$ cat src/rtl/uart_bank_pkg.sv
package uart_bank_pkg;

  localparam int DW = 8;
  localparam logic [DW-1:0] ENH_KEY = 8'hBF;

  typedef enum logic [3:0] {
    TG_NONE, TG_HOLD, TG_IER, TG_ISFC, TG_LCR, TG_MCR, TG_LSR, TG_MSR,
    TG_SPR, TG_DLL, TG_DLM, TG_EFR, TG_XON, TG_XOFF, TG_IDX, TG_RFL
  } tgt_e;

  // Picks the physical register an access reaches.
  function automatic tgt_e map_target(input logic [2:0] a, input logic dlab,
                                      input logic enh, input logic idx_rd,
                                      input logic ext_rd, input logic is_wr);
    tgt_e t;
    t = TG_NONE;
    if (enh) begin
      case (a)
        3'd0: t = TG_DLL;
        3'd1: t = TG_DLM;
        3'd2: t = TG_EFR;
        3'd3: t = TG_LCR;
        3'd4: t = TG_XON;
        3'd6: t = TG_XOFF;
        default: t = TG_NONE;
      endcase
    end else if (dlab && a == 3'd0) begin
      t = TG_DLL;
    end else if (dlab && a == 3'd1) begin
      t = TG_DLM;
    end else begin
      case (a)
        3'd0: t = TG_HOLD;
        3'd1: t = TG_IER;
        3'd2: t = TG_ISFC;
        3'd3: t = TG_LCR;
        3'd4: t = TG_MCR;
        3'd5: t = (is_wr || idx_rd) ? TG_IDX : TG_LSR;
        3'd6: t = is_wr ? TG_NONE : TG_MSR;
        default: t = (!is_wr && ext_rd) ? TG_RFL : TG_SPR;
      endcase
    end
    return t;
  endfunction

  // Line-control update: the key keeps the format bits and raises bit 7.
  function automatic logic [DW-1:0] lcr_next(input logic [DW-1:0] cur,
                                             input logic [DW-1:0] d);
    return (d == ENH_KEY) ? {1'b1, cur[DW-2:0]} : d;
  endfunction

endpackage

$ cat src/rtl/uart_bank_sel.sv
module uart_bank_sel
  import uart_bank_pkg::*;
(
  input  logic [2:0] addr,
  input  logic       rd_en,
  input  logic       wr_en,
  input  logic       dlab,
  input  logic       enh,
  input  logic       idx_rd,
  input  logic       ext_rd,
  output tgt_e       rd_tgt,
  output tgt_e       wr_tgt
);

  always_comb begin
    rd_tgt = rd_en ? map_target(addr, dlab, enh, idx_rd, ext_rd, 1'b0) : TG_NONE;
    wr_tgt = wr_en ? map_target(addr, dlab, enh, idx_rd, ext_rd, 1'b1) : TG_NONE;
  end

endmodule

$ cat src/rtl/uart_idx_regs.sv
module uart_idx_regs #(
  parameter int NUM_IDX = 4,
  parameter int DW      = 8
) (
  input  logic               clk,
  input  logic               rst,
  input  logic               wr_en,
  input  logic [DW-1:0]      sel,
  input  logic [DW-1:0]      wdata,
  output logic [DW-1:0]      rdata,
  output logic [DW-1:0]      acr_o,
  output logic [NUM_IDX*DW-1:0] flat_o
);

  localparam int IDX_W = (NUM_IDX > 1) ? $clog2(NUM_IDX) : 1;
  localparam logic [DW-1:0] IDX_LIM = DW'(NUM_IDX);

  logic [DW-1:0] regs [NUM_IDX];
  logic          in_range;

  assign in_range = (sel < IDX_LIM);

  for (genvar g = 0; g < NUM_IDX; g++) begin : g_ent
    always_ff @(posedge clk) begin
      if (rst) regs[g] <= '0;
      else if (wr_en && sel == DW'(g)) regs[g] <= wdata;
    end
    assign flat_o[g*DW +: DW] = regs[g];
  end

  assign rdata = in_range ? regs[sel[IDX_W-1:0]] : '0;
  assign acr_o = regs[0];


  acr_write_path_chk: assert property (@(posedge clk) disable iff (rst)
    (!$past(rst) && !$stable(regs[0])) |-> $past(wr_en && sel == '0));

endmodule

$ cat src/rtl/uart_bank_decoder.sv
module uart_bank_decoder
  import uart_bank_pkg::*;
#(
  parameter int NUM_IDX = 4
) (
  input  logic                   clk,
  input  logic                   rst,
  input  logic [2:0]             addr,
  input  logic                   rd_en,
  input  logic                   wr_en,
  input  logic [7:0]             wdata,
  output logic [7:0]             rdata,
  input  logic [7:0]             rx_data_i,
  input  logic [7:0]             isr_i,
  input  logic [7:0]             lsr_i,
  input  logic [7:0]             msr_i,
  input  logic [7:0]             rx_level_i,
  output logic [7:0]             tx_data_o,
  output logic                   tx_push_o,
  output logic                   rx_pop_o,
  output logic [7:0]             fcr_o,
  output logic                   fcr_wr_o,
  output logic [7:0]             lcr_o,
  output logic [15:0]            dl_o,
  output logic [7:0]             ier_o,
  output logic [7:0]             mcr_o,
  output logic [7:0]             acr_o,
  output logic [7:0]             efr_o,
  output logic [7:0]             xon_o,
  output logic [7:0]             xoff_o,
  output logic [NUM_IDX*8-1:0]   idx_regs_o
);

  localparam int DLW = 2 * DW;

  logic [DW-1:0]  lcr_q, ier_q, mcr_q, spr_q, efr_q, xon_q, xoff_q, fcr_q, tx_q;
  logic [DLW-1:0] dl_q;
  logic           enh_q;
  logic           tx_push_q, rx_pop_q, fcr_wr_q;
  logic [DW-1:0]  idx_rdata;
  logic [DW-1:0]  acr_w;
  tgt_e           rd_tgt, wr_tgt;

  // Named events for checking.
  logic enh_enter_w, enh_leave_w;
  assign enh_enter_w = (wr_tgt == TG_LCR) && (wdata == ENH_KEY);
  assign enh_leave_w = (wr_tgt == TG_LCR) && (wdata != ENH_KEY) && enh_q;

  uart_bank_sel sel_i (
    .addr   (addr),
    .rd_en  (rd_en),
    .wr_en  (wr_en),
    .dlab   (lcr_q[DW-1]),
    .enh    (enh_q),
    .idx_rd (acr_w[6]),
    .ext_rd (acr_w[7]),
    .rd_tgt (rd_tgt),
    .wr_tgt (wr_tgt)
  );

  uart_idx_regs #(.NUM_IDX(NUM_IDX), .DW(DW)) idx_i (
    .clk    (clk),
    .rst    (rst),
    .wr_en  (wr_tgt == TG_IDX),
    .sel    (spr_q),
    .wdata  (wdata),
    .rdata  (idx_rdata),
    .acr_o  (acr_w),
    .flat_o (idx_regs_o)
  );

  always_ff @(posedge clk) begin
    if (rst) begin
      lcr_q <= '0; enh_q <= 1'b0; ier_q <= '0; mcr_q <= '0; spr_q <= '0;
      efr_q <= '0; xon_q <= '0; xoff_q <= '0; dl_q <= '0;
    end else begin
      case (wr_tgt)
        TG_LCR: begin
          lcr_q <= lcr_next(lcr_q, wdata);
          enh_q <= enh_enter_w;
        end
        TG_IER:  ier_q  <= wdata;
        TG_MCR:  mcr_q  <= wdata;
        TG_SPR:  spr_q  <= wdata;
        TG_EFR:  efr_q  <= wdata;
        TG_XON:  xon_q  <= wdata;
        TG_XOFF: xoff_q <= wdata;
        TG_DLL:  dl_q[DW-1:0]   <= wdata;
        TG_DLM:  dl_q[DLW-1:DW] <= wdata;
        default: ;
      endcase
    end
  end

  always_ff @(posedge clk) begin
    if (rst) begin
      tx_push_q <= 1'b0; rx_pop_q <= 1'b0; fcr_wr_q <= 1'b0;
      tx_q <= '0; fcr_q <= '0;
    end else begin
      tx_push_q <= (wr_tgt == TG_HOLD);
      fcr_wr_q  <= (wr_tgt == TG_ISFC);
      rx_pop_q  <= (rd_tgt == TG_HOLD);
      if (wr_tgt == TG_HOLD) tx_q  <= wdata;
      if (wr_tgt == TG_ISFC) fcr_q <= wdata;
    end
  end

  always_comb begin
    case (rd_tgt)
      TG_HOLD: rdata = rx_data_i;
      TG_IER:  rdata = ier_q;
      TG_ISFC: rdata = isr_i;
      TG_LCR:  rdata = lcr_q;
      TG_MCR:  rdata = mcr_q;
      TG_LSR:  rdata = lsr_i;
      TG_MSR:  rdata = msr_i;
      TG_SPR:  rdata = spr_q;
      TG_DLL:  rdata = dl_q[DW-1:0];
      TG_DLM:  rdata = dl_q[DLW-1:DW];
      TG_EFR:  rdata = efr_q;
      TG_XON:  rdata = xon_q;
      TG_XOFF: rdata = xoff_q;
      TG_IDX:  rdata = idx_rdata;
      TG_RFL:  rdata = rx_level_i;
      default: rdata = '0;
    endcase
  end

  assign tx_data_o = tx_q;
  assign tx_push_o = tx_push_q;
  assign rx_pop_o  = rx_pop_q;
  assign fcr_o     = fcr_q;
  assign fcr_wr_o  = fcr_wr_q;
  assign lcr_o     = lcr_q;
  assign dl_o      = dl_q;
  assign ier_o     = ier_q;
  assign mcr_o     = mcr_q;
  assign acr_o     = acr_w;
  assign efr_o     = efr_q;
  assign xon_o     = xon_q;
  assign xoff_o    = xoff_q;


  tx_push_src_chk: assert property (@(posedge clk) disable iff (rst)
    tx_push_o |-> $past(wr_en && addr == 3'd0 && !lcr_q[DW-1]));


  rx_pop_src_chk: assert property (@(posedge clk) disable iff (rst)
    rx_pop_o |-> $past(rd_en && addr == 3'd0 && !lcr_q[DW-1]));


  enh_entry_chk: assert property (@(posedge clk) disable iff (rst)
    $rose(enh_q) |-> $past(wr_en && addr == 3'd3 && wdata == ENH_KEY));


  fmt_keep_chk: assert property (@(posedge clk) disable iff (rst)
    $rose(enh_q) |-> (lcr_q[DW-2:0] == $past(lcr_q[DW-2:0]) && lcr_q[DW-1]));


  enh_dlab_chk: assert property (@(posedge clk) disable iff (rst)
    enh_q |-> lcr_q[DW-1]);


  dl_hold_chk: assert property (@(posedge clk) disable iff (rst)
    (!$past(rst) && !$past(wr_en)) |-> $stable(dl_q));

endmodule

$ cat config.mk
export PLATFORM = sky130hd
export DESIGN_NAME = uart_bank_decoder
export DESIGN_NICKNAME = d
export VERILOG_FILES = /design/src/rtl/uart_bank_pkg.sv /design/src/rtl/uart_bank_sel.sv /design/src/rtl/uart_idx_regs.sv /design/src/rtl/uart_bank_decoder.sv
export SDC_FILE = /design/constraint.sdc
export NUM_CORES = 1
export LEC_CHECK = 0
export ABC_AREA = 0
export ABC_CLOCK_PERIOD_IN_PS = 4950
export BUFFER_PORTS_ARGS = -buffer_cell sky130_fd_sc_hd__buf_2
export CAP_MARGIN = 0
export CORE_ASPECT_RATIO = 1.1
export CORE_MARGIN = 2
export CORE_UTILIZATION = 40
export DETAILED_ROUTE_END_ITERATION = 10
export PLACE_DENSITY_LB_ADDON = 0.15
export SYNTH_ARGS = -nofsm -noshare
export SYNTH_HDL_FRONTEND = slang
export SYNTH_SLANG_ARGS = --single-unit
$ cat constraint.sdc
create_clock -name clk -period 4.95 [get_ports clk]
set_input_delay 0.7425 -clock clk [delete_from_list [all_inputs] [get_ports clk]]
set_output_delay 0.7425 -clock clk [all_outputs]
set_load 0.02 [all_outputs]
Yosys cells after proc, flatten, opt, wreduce, memory -nomap -nowiden
Memory sizes are Yosys's and may differ from the RTL's. A register that Yosys moved wholly into a read port is not among the register bits.
Index checks and enable logic that the tools add are counted.
Operators by class
  magnitude comparators: 1
  bitwise gates (word level): 5
  multiplexer cells: 36
  reduce and logical (&&, ||, !) cells: 10
  equal/unequal tests: 37
Operators by type and width (count)
  8-bit case mux with 15 select lines: 1
  4-bit equality test (second input constant): 15
  4-bit case mux with 7 select lines: 2
  8-bit 2-to-1 mux: 6
  4-bit 2-to-1 mux: 9
  4-bit by 3-bit equality test with 1-bit output (second input constant): 6
  4-bit case mux with 6 select lines: 1
  4-bit by 2-bit equality test with 1-bit output (second input constant): 4
  8-bit by 2-bit equality test with 1-bit output (second input constant): 2
  1-bit 2-to-1 mux: 14
  3-bit equality test (second input constant): 3
  4-bit by 1-bit equality test with 1-bit output (second input constant): 2
  8-bit by 1-bit equality test with 1-bit output (second input constant): 1
  8-bit equality test (second input constant): 1
  8-bit zero test: 1
  8-bit by 3-bit less-than comparator with 1-bit output (second input constant): 1
  1-bit logical AND: 7
  3-bit by 2-bit equality test with 1-bit output (second input constant): 2
  2-bit 2-to-1 mux: 2
  1-bit bitwise OR: 4
  3-bit by 1-bit equality test with 1-bit output (second input constant): 1
  3-bit zero test: 1
  3-bit 2-to-1 mux: 1
  2-bit AND reduction: 1
  1-bit NOT: 1
Storage, ports and cells
  memory bits (writable): 32
  memories kept: 1
  output and inout bits: 131
  register bits after elaboration: 92
Memories
  idx_i.regs: depth 4, width 8, rd ports 5, clocked after memory_dff 1, write ports 4, line uart_idx_regs.sv:18  | logic [DW-1:0] regs [NUM_IDX];

Depth between registers and ports, before layout
  depth after elaboration: 12
  gate-level depth with buffers: 8

By module
Synthesis repeated with hierarchy kept, for this count alone.
Unflattened totals
  cells, all modules: 729
  area, all modules: 6470.0 µm²
By module, submodules not included
  uart_bank_decoder: cells each 574, instances 1, area each 4480.5 µm²
  uart_idx_regs: cells each 120, instances 1, area each 1740.4 µm²
  uart_bank_sel: cells each 35, instances 1, area each 249.0 µm²

Worst setup path before layout
No wires, ideal clock.
  path kind: input to output
  from: input port addr[2]
  to: output port rdata[6]
  arrival: 2.470 ns
  path buffers: 2
  required time: 4.208 ns
  stages on the path: 8
  slack: 1.738 ns
  path through: buf_2 -> a21o_1 -> and2_1 -> nand2_1 -> clkbuf_1 -> mux2_2 -> a21oi_1 -> o2111ai_1
On the way
  longest elaborated chain between the ends: 8
  elaborated cells on any way between the ends: 31
  classes of those cells: eq/ne (21); mux (7); reduce/logical (3)
Ends and longest elaborated chain
  from (decl): line uart_bank_decoder.sv:8  | input logic [2:0] addr,
  3-bit equality test, or another cell as far along: line uart_bank_pkg.sv:18, uart_bank_pkg.sv:32
  4-bit case mux with 7 select lines or 1-bit logical AND (tied branches): line uart_bank_pkg.sv:32, uart_bank_pkg.sv:29
  4-bit 2-to-1 mux: line uart_bank_pkg.sv:29  | end else if (dlab && a == 3'd1) begin
  4-bit 2-to-1 mux: line uart_bank_pkg.sv:27  | end else if (dlab && a == 3'd0) begin
  4-bit 2-to-1 mux *: line uart_bank_pkg.sv:17  | if (enh) begin
  4-bit 2-to-1 mux *: line uart_bank_sel.sv:16  | rd_tgt = rd_en ? map_target(addr, dlab, enh, idx_rd, ext_rd, 1'b0) : TG_NONE;
  4-bit equality test, or another cell as far along: line uart_bank_decoder.sv:109  | case (rd_tgt)
  8-bit case mux with 15 select lines *: line uart_bank_decoder.sv:109
  to (decl): line uart_bank_decoder.sv:12  | output logic [7:0] rdata,
Every way passes the cells marked *; elsewhere a longest branch is shown, timed or not.

Worst setup path after layout
  from: register enh_q
  to: output port rdata[4]
On the way
  longest elaborated chain between the ends: 4
  elaborated cells on any way between the ends: 18
  classes of those cells: eq/ne (15); mux (3)
Ends and longest elaborated chain
  from (decl): line uart_bank_decoder.sv:38  | logic enh_q;
  from (signal assigned): line uart_bank_decoder.sv:80  | enh_q <= enh_enter_w;
  4-bit 2-to-1 mux *: line uart_bank_pkg.sv:17
  4-bit 2-to-1 mux *: line uart_bank_sel.sv:16
  4-bit equality test, or another cell as far along: line uart_bank_decoder.sv:109
  8-bit case mux with 15 select lines *: line uart_bank_decoder.sv:109
Marks and branches as above.

==> impl_metrics.ini <==
[cts]
clk_pin_slew_ns = 0.06
cts_hold_buf = 0
clk_latency_ns = 0.43
tritoncts = built
clockBufferDepth = 2
cts_num_sinks = 126
ctsResizeCount = 0
cts_max_level = 4
post_cts_buffers = 0
numCtsBuffers = 17
cts_root_buffer = clkbuf_16

[routing]
detailedRoute.firstIterationViolations = 545
drtAntennaViolNets = 0
vias = 5900
firstDrtPassIters = 6
wl_per_cell_um = 25.0
drcViolationCount = 0
wirelength_mm = 25.6
via_per_inst = 5.77

[sta]
clock_skew_ns = 0.00902
finalMaxSlewViolations = 0
min_period_ns = 4.23
rsz0062_at_grt = false
fmax_mhz = 236
setup_slack_ns = 0.718
tightest_slew_ns = 0.980
timing.final.hold_violations = 0
slew_headroom_pct = 34.1
setup_viol = 0
period_share_pct = 85.5
setup_tns_ns = 0

[pwr]
vdd_drop_max_uv = 215
p_per_area_nw_per_um2 = 330
leakage_nw = 3.46
power_mw = 2.55

[setup_path]
critPathArrivalTime_ns = 3.49
cp_common_cell = and3_1
critPathBufInv = 1
criticalPathCategory = reg2out
cpMaxStageDelayCell = dfxtp_1
worstPathRequired_ns = 4.21
r2r_cells = 4
crit_fanout = 21
start_kind = flop
r2r_setup_slack_ns = 2.44
crit_path_end_kind = output port
cp_top_family = simple AND/OR/NAND/NOR gates
r2r_start = enh_q$_SDFFE_PP0P_
critPathMaxStageDelay_ns = 0.90
reg2reg_to = idx_i.regs[0][6]$_SDFFCE_PN0P_
crit_chain = o211ai_2, and3_1, and3_1, a2111oi_0, nand4_1, buf_2

[placement]
dpl.cell_count = 990
pre_cts_ws_ns = 0.889
place_congestion = 0.955
io_buffers = 185
dp_hpwl_mm = 18.6

[global_route]
antenna_found_initial = 0
grt-ovfl-total = 0
grt_usage_pct = 31.0
grt_pass1_wl_mm = 36.9
grt_pass1_vias = 5672
grt_max_degree = 58

[die]
die_x_um = 123
core-area_um2 = 15200
fp.dieH_um = 135
num_rows = 47
die-area_um2 = 16600
ios = 186
start_util_pct = 41.1

[yosys]
synth_cell_types = 63
yosys_warnings = 0
synthCells = 658
synthFlopType = dfxtp_1
synth_nets = 713
syn_area_per_cell_um2 = 9.48
ys_async_sr_fraction_pct = 0
synth_edf_count = 32
yosysSeqAreaShare_pct = 45.6
syn_area_um2 = 6240
synth_seq_cells = 126

[cells_and_area]
drive_above_1_share_pct = 30.6
num_antenna_cells = 0
area_growth_pct = 24.3
final_common_cell = buf_2
nets = 868
fin_cells = 1022
mostFrequentLayoutCells = buf_2 (185), dfxtp_1 (94), nor2_1 (87)

[worst_hold_path]
whs_endpoint = lcr_o[0]$_SDFFE_PP0P_
holdCritStartpoint = lcr_o[0]$_SDFFE_PP0P_
hold_path_depth = 2
holdCritPathClass = reg2reg

[job]
maxCapViolations = 0

[status]
run_status = completed
==> layout make-up <==
cell class	count	area, um^2
tap	196	245
multi-input combinational	468	3090
inverter	6	22.5
sequential	126	2840
clock buffer	21	482
fill	1483	7420
timing repair buffer	194	993
clock inverter	11	81.3
==> sequential cells by signal, indices dropped and copies added, names as in the netlist, named ones only <==
| name | flops |
|---|---|
| idx_i.regs | 32 |
| dl_o | 16 |
| efr_o | 8 |
| fcr_o | 8 |
| ier_o | 8 |
| lcr_o | 8 |
| mcr_o | 8 |
| spr_q | 8 |
| tx_data_o | 8 |
| xoff_o | 8 |
| xon_o | 8 |
| enh_q | 1 |
| fcr_wr_o | 1 |
| rx_pop_o | 1 |
| tx_push_o | 1 |
==> worst min-delay path: cells and delay by family, from the launching register on <==
| family | cells | cell delay, ns |
|---|---|---|
| simple gates | 1 | 0.06 |
| compound gates | 1 | 0.05 |
| flops | 1 | 0.33 |
==> stage by stage <==
| step | instance area [um^2] | hold slack [ns] | utilization, % |
|---|---|---|---|
| after floorplan | 6240 | 0.470 | - |
| after global placement | 7190 | 0.474 | 47.4 |
| after detailed placement | 7190 | 0.483 | 47.4 |
| after CTS | 7750 | 0.491 | 51.1 |
| after global routing | 7750 | 0.511 | 51.1 |
| final | 7750 | 0.490 | 51.1 |
==> metal layers <==
layer  part of all wire (%)  vias to the layer above  track usage [%]
met4                    2.6                        0             11.2
met2                     48                      303             49.5
met3                    6.7                       37             5.32
met1                     43                     2891             42.1
li1                       -                     2669                -
met5                      0                        -                0
==> synth_stat cells, drive strengths merged, types with 2 or more instances <==
library cell   n  area [um^2]
a211oi         3         22.5
nor3b          2         20.0
or3            4         25.0
nor2          91          352
mux2           7         78.8
nand3         32          160
edfxtp        32          961
a222oi         3         30.0
a221oi         4         35.0
mux2i         69          691
a32o           4         40.0
nand4          4         25.0
nand3b         4         30.0
or4            2         15.0
a311oi         2         17.5
o21ai          5         25.0
nor4b          2         23.8
mux4           8          180
a21oi         36          180
nand2         57          216
nor2b          9         56.3
a22o           5         43.8
buf           24          166
o211ai         3         32.5
inv            6         22.5
a31oi          9         56.3
a22oi         11         82.6
a211o          2         17.5
dfxtp         94         1880
o22ai          3         18.8
clkbuf        34          128
a221o          2         20.0
o21bai         4         30.0
and2          34          213
nor3          10         55.1
a32oi          3         26.3
and3           8         50.1
nand4b         2         17.5
nand2b         8         50.1
o2111ai        2         17.5
==> logic make-up (layout without fill, tap and decap cells) <==
group / after synthesis / count (layout) / synth area share [%]
compound gates: 109 / 109 / 12.3
mux: 84 / 84 / 15.2
simple gates: 273 / 273 / 21.5
xor+xnor: 2 / 2 / 0.281
buf+inv: 64 / 232 / 5.08
flops: 126 / 126 / 45.6
==> how the worst max path moves through the flow <==
stage                  startpoint        to  slack, ns  cells after the start
6_report       enh_q$_SDFFE_PP0P_  rdata[4]       0.72                      6
5_1_grt        enh_q$_SDFFE_PP0P_  rdata[4]       0.59                      6
2_1_floorplan             addr[2]  rdata[6]       1.74                      8
4_1_cts        enh_q$_SDFFE_PP0P_  rdata[4]       0.75                      6
3_3_place_gp              addr[1]  rdata[2]       0.99                      8
3_5_place_dp              addr[1]  rdata[4]       0.89                      8
==> report_power, final <==
group | total (mW) | switching (mW) | internal [mW]
combinational | 0.282 | 0.193 | 0.0889
clock | 1.17 | 0.477 | 0.697
sequential | 1.10 | 0.0224 | 1.08
Note: power is estimated with default switching activity, not from simulation.
